--- src/rtl/fence_window_match.sv ---
module fence_window_match #(
  parameter int N_FENCE = 8
) (
  input  logic                       clk,
  input  logic                       rst,
  input  logic                       reg_we,
  input  logic [$clog2(N_FENCE):0]   reg_sel,
  input  logic [31:0]                reg_wdata,
  input  logic [$clog2(N_FENCE):0]   reg_rsel,
  output logic [31:0]                reg_rdata,
  input  logic [31:0]                lookup_addr,
  output logic                       hit,
  output logic [$clog2(N_FENCE)-1:0] hit_idx,
  output logic [9:0]                 hit_pitch,
  output logic                       hit_ytile,
  output logic [31:0]                hit_offset,
  output logic                       multi_hit
);
  localparam int IW = $clog2(N_FENCE);
  localparam int PG = 12;

  logic [31:0] lo_q [N_FENCE];
  logic [31:0] hi_q [N_FENCE];
  logic [N_FENCE-1:0] match;
  logic [IW-1:0] win;
  logic any, many;

  always_ff @(posedge clk) begin
    if (rst) begin
      for (int i = 0; i < N_FENCE; i++) begin
        lo_q[i] <= '0;
        hi_q[i] <= '0;
      end
    end else if (reg_we) begin
      if (reg_sel[0]) hi_q[reg_sel[IW:1]] <= reg_wdata;
      else            lo_q[reg_sel[IW:1]] <= reg_wdata;
    end
  end

  assign reg_rdata = reg_rsel[0] ? hi_q[reg_rsel[IW:1]] : lo_q[reg_rsel[IW:1]];

  for (genvar g = 0; g < N_FENCE; g++) begin : g_cmp
    assign match[g] = lo_q[g][0]
                    && (lookup_addr[31:PG] >= lo_q[g][31:PG])
                    && (lookup_addr[31:PG] <= hi_q[g][31:PG]);
  end

  always_comb begin
    win  = '0;
    any  = 1'b0;
    many = 1'b0;
    for (int i = 0; i < N_FENCE; i++) begin
      if (match[i]) begin
        if (any) many = 1'b1;
        else     win  = IW'(i);
        any = 1'b1;
      end
    end
  end

  logic [31:0] win_lo;
  assign win_lo     = lo_q[win];
  assign hit        = any;
  assign multi_hit  = many;
  assign hit_idx    = any ? win : '0;
  assign hit_pitch  = any ? win_lo[11:2] : '0;
  assign hit_ytile  = any & win_lo[1];
  assign hit_offset = any ? lookup_addr - {win_lo[31:PG], {PG{1'b0}}} : '0;
endmodule

--- config.mk ---
export PLATFORM = sky130hd
export DESIGN_NAME = fence_window_match
export DESIGN_NICKNAME = d
export VERILOG_FILES = /design/src/rtl/fence_window_match.sv
export SDC_FILE = /design/constraint.sdc
export NUM_CORES = 1
export LEC_CHECK = 0
export BUFFER_PORTS_ARGS = -buffer_cell sky130_fd_sc_hd__buf_4
export CORE_ASPECT_RATIO = 1.1
export CORE_MARGIN = 3
export CORE_UTILIZATION = 45
export CTS_BUF_LIST = sky130_fd_sc_hd__clkbuf_4
export DETAILED_ROUTE_END_ITERATION = 16
export GPL_TIMING_DRIVEN = 0
export HOLD_SLACK_MARGIN = 0.15
export SYNTH_ARGS = -nofsm -noshare
export SYNTH_HDL_FRONTEND = slang
export SYNTH_SLANG_ARGS = --single-unit
--- constraint.sdc ---
create_clock -name clk -period 10.2 [get_ports clk]
set_input_delay 1.53 -clock clk [delete_from_list [all_inputs] [get_ports clk]]
set_output_delay 1.53 -clock clk [all_outputs]
set_load 0.02 [all_outputs]
==> flow_metrics.tcl <==
set metrics [dict create \
    hold_class "input pin to flop" \
    place_congestion 0.9595 \
    grt_usage_pct 29.95 \
    synth-seq-cells 512 \
    ys_top_cells_by_count "and2_1, edfxtp_1, ha_1, inv_1, mux4_2" \
    post_drt_wl_per_cell_um 28.37 \
    numCtsBuffers 139 \
    die_area_sq_mm 0.07815 \
    dr.pass1.iters 6 \
    synth_edf_count 512 \
    fin_crit_ns 9.961 \
    num_vias 24341 \
    yosysWarnings 0 \
    synthesis.area_sq_mm 0.03367 \
    hold_viol_final 0 \
    crit_arrival_ns 8.43 \
    synth_top_cell_area_share_pct 45.66 \
    cts_max_level 4 \
    initial_core_util_pct 45.72 \
    tns_ns 0 \
    synth_cell_types 73 \
    ant_nets 0 \
    pre_cts_slack_ns -2.687 \
    antenna_found_initial 3 \
    clk_path_buf_depth 3 \
    coreArea_sq_mm 0.07365 \
    async_flop_share_pct 0 \
    nNetsFinal 3451 \
    drt_wl_total_um 115900 \
    crit_family "compound AO/OA/AOI/OAI gates" \
    slew_violations 0 \
    end_kind "primary output" \
    yosys-top-cells-area "edfxtp_1, mux4_2, ha_1" \
    via_per_inst 5.959 \
    io_pins 155 \
    max_freq_mhz 100.4 \
    rows 104 \
    ir_worst_vdd_mv 0.1296 \
    worst_slack_ns 0.2392 \
    grt_max_degree 33 \
    required_ns 8.67 \
    cap_violations 0 \
    grt_pass1_vias 25445 \
    die_w_um 266.8 \
    cts.clk_slew.worst_paths_ns 0.07 \
    yosys.area.top_type "edfxtp_1" \
    ys.flop_type "edfxtp_1" \
    yosysMostFrequentCell "and2_1" \
    dp_hpwl_um 87100 \
    path_buf_inv 5 \
    crit_path_top_delay_cell "mux4_2" \
    syn_avg_cell_area_sq_um 12.36 \
    die_h_um 292.9 \
    critPathLaunchType "input pin" \
    cts_tree "done" \
    drc_errors 0 \
    cts_root_buf "clkbuf_4" \
    syn_inst 2724 \
    stdcell_area_sq_mm 0.03833 \
    setup_violations 0 \
    crit_fanout 17 \
    cts_sinks 512 \
    status "finished clean" \
    yosysSeqAreaShare_pct 45.66 \
    slowest_delay_ns 0.54 \
    drt_iter0_markers 2071 \
    p_leak_nw 15.77 \
    max_slew_margin_pct 3.151 \
    grt.overflow.total 0 \
    syn_nets 3139 \
    worst_pin_slew_ns 1.453 \
    syn_to_final_growth_pct 13.84 \
    cts-hold-fix-buffers 0 \
    portBuffers 151 \
    grt_first_pass_wirelength_um 166100 \
    powerDensity_mw_per_mm2 161.7 \
    drive_gt1_share_pct 21.68 \
    place_area_sq_mm 0.03603 \
    worstSetupPathType "input pin to primary output" \
    fin_crit_sh_pct 97.65 \
]
-- timing repair --
action                     in CTS  in global routing
gates resized for setup        54                 12
pin swaps                       7                  8
setup endpoints to repair      19                  5
buffers inserted               15                  5
-- layout make-up --
class | count | area (sq um)
fillers | 6433 | 35320
multi-input cells | 1752 | 16760
flip-flops and latches | 512 | 15370
clock buffers | 190 | 1426
repair buffers | 172 | 1324
inverters | 324 | 1220
well taps | 954 | 1194
plain buffers | 135 | 604.3
clock inverters | 42 | 417.9
diodes | 4 | 10.01
-- stage by stage --
stage / total power (W) / hold WS, ns / utilization, % / cells
detailed placement: 0.004193 / 1.865 / 48.92 / 3830
global route: 0.006476 / 0.8318 / 52.04 / 4082
floorplan: 0.003536 / 1.728 / - / 2724
CTS: 0.006216 / 0.7951 / 51.88 / 4076
finish: 0.006197 / 0.8717 / 52.05 / 4085
global placement: 0.004151 / 1.860 / 48.88 / 3829
-- cell families (layout without fill, tap and decap cells) --
group                      Yosys count  after routing  share of synthesized area [%]
and+or+nand+nor                    836            836                          14.60
DFF                                512            512                          45.66
buffers and inverters              460            863                          5.183
adders and majority gates          342            342                          12.72
AOI/OAI and AO/OA                  324            324                          6.231
muxes                              241            241                          15.38
xor gates and xnor gates             9              9                         0.2341
other                                0              4                              0
-- placed cells by master, fill, tap and decap left out, types with 10 or more instances in the layout --
master | netlist | final
and2_1 | 515 | 515
o21ai_0 | 67 | 61
buf_4 | 0 | 170
nor3_1 | 29 | 25
edfxtp_1 | 512 | 512
nand3_1 | 26 | 26
clkinv_1 | 0 | 16
inv_1 | 324 | 323
mux2i_1 | 18 | 18
mux4_2 | 221 | 221
o21ai_1 | 7 | 13
clkbuf_4 | 0 | 191
nand2_1 | 57 | 57
a21oi_1 | 99 | 96
or2_2 | 18 | 18
a22o_1 | 12 | 12
a21o_1 | 33 | 33
clkinv_2 | 0 | 10
o211ai_1 | 11 | 11
nand2b_1 | 12 | 12
o21a_1 | 12 | 12
nand4_1 | 48 | 48
nor2_1 | 65 | 65
nor2b_1 | 27 | 27
buf_1 | 18 | 17
ha_1 | 339 | 337
clkbuf_1 | 108 | 104
a211oi_1 | 20 | 19
-- state kept, by name (all words and copies together) (netlist names) --
name / cells
hi_q: 256
lo_q: 256
-- worst paths after layout --
check | startpoint | cells after the start | slack (ns) | end
max | lookup_addr[30] | 28 | 0.24 | hit_offset[31]
min | reg_wdata[7] | 2 | 0.87 | hi_q[5][7]
-- metal layers --
layer  track usage (%)  wire length [um]
met1             35.12             43250
met2             51.15             57000
met3             6.097              8455
met4             17.44              7165
met5                 0                15
-- power by group --
group / internal [W] / total, W / switching, W
registers: 0.00244 / 0.00252 / 0.0000810
logic: 0.000714 / 0.00168 / 0.000968
clock network: 0.00109 / 0.00199 / 0.000905
Power figures use the tool's default switching activity.
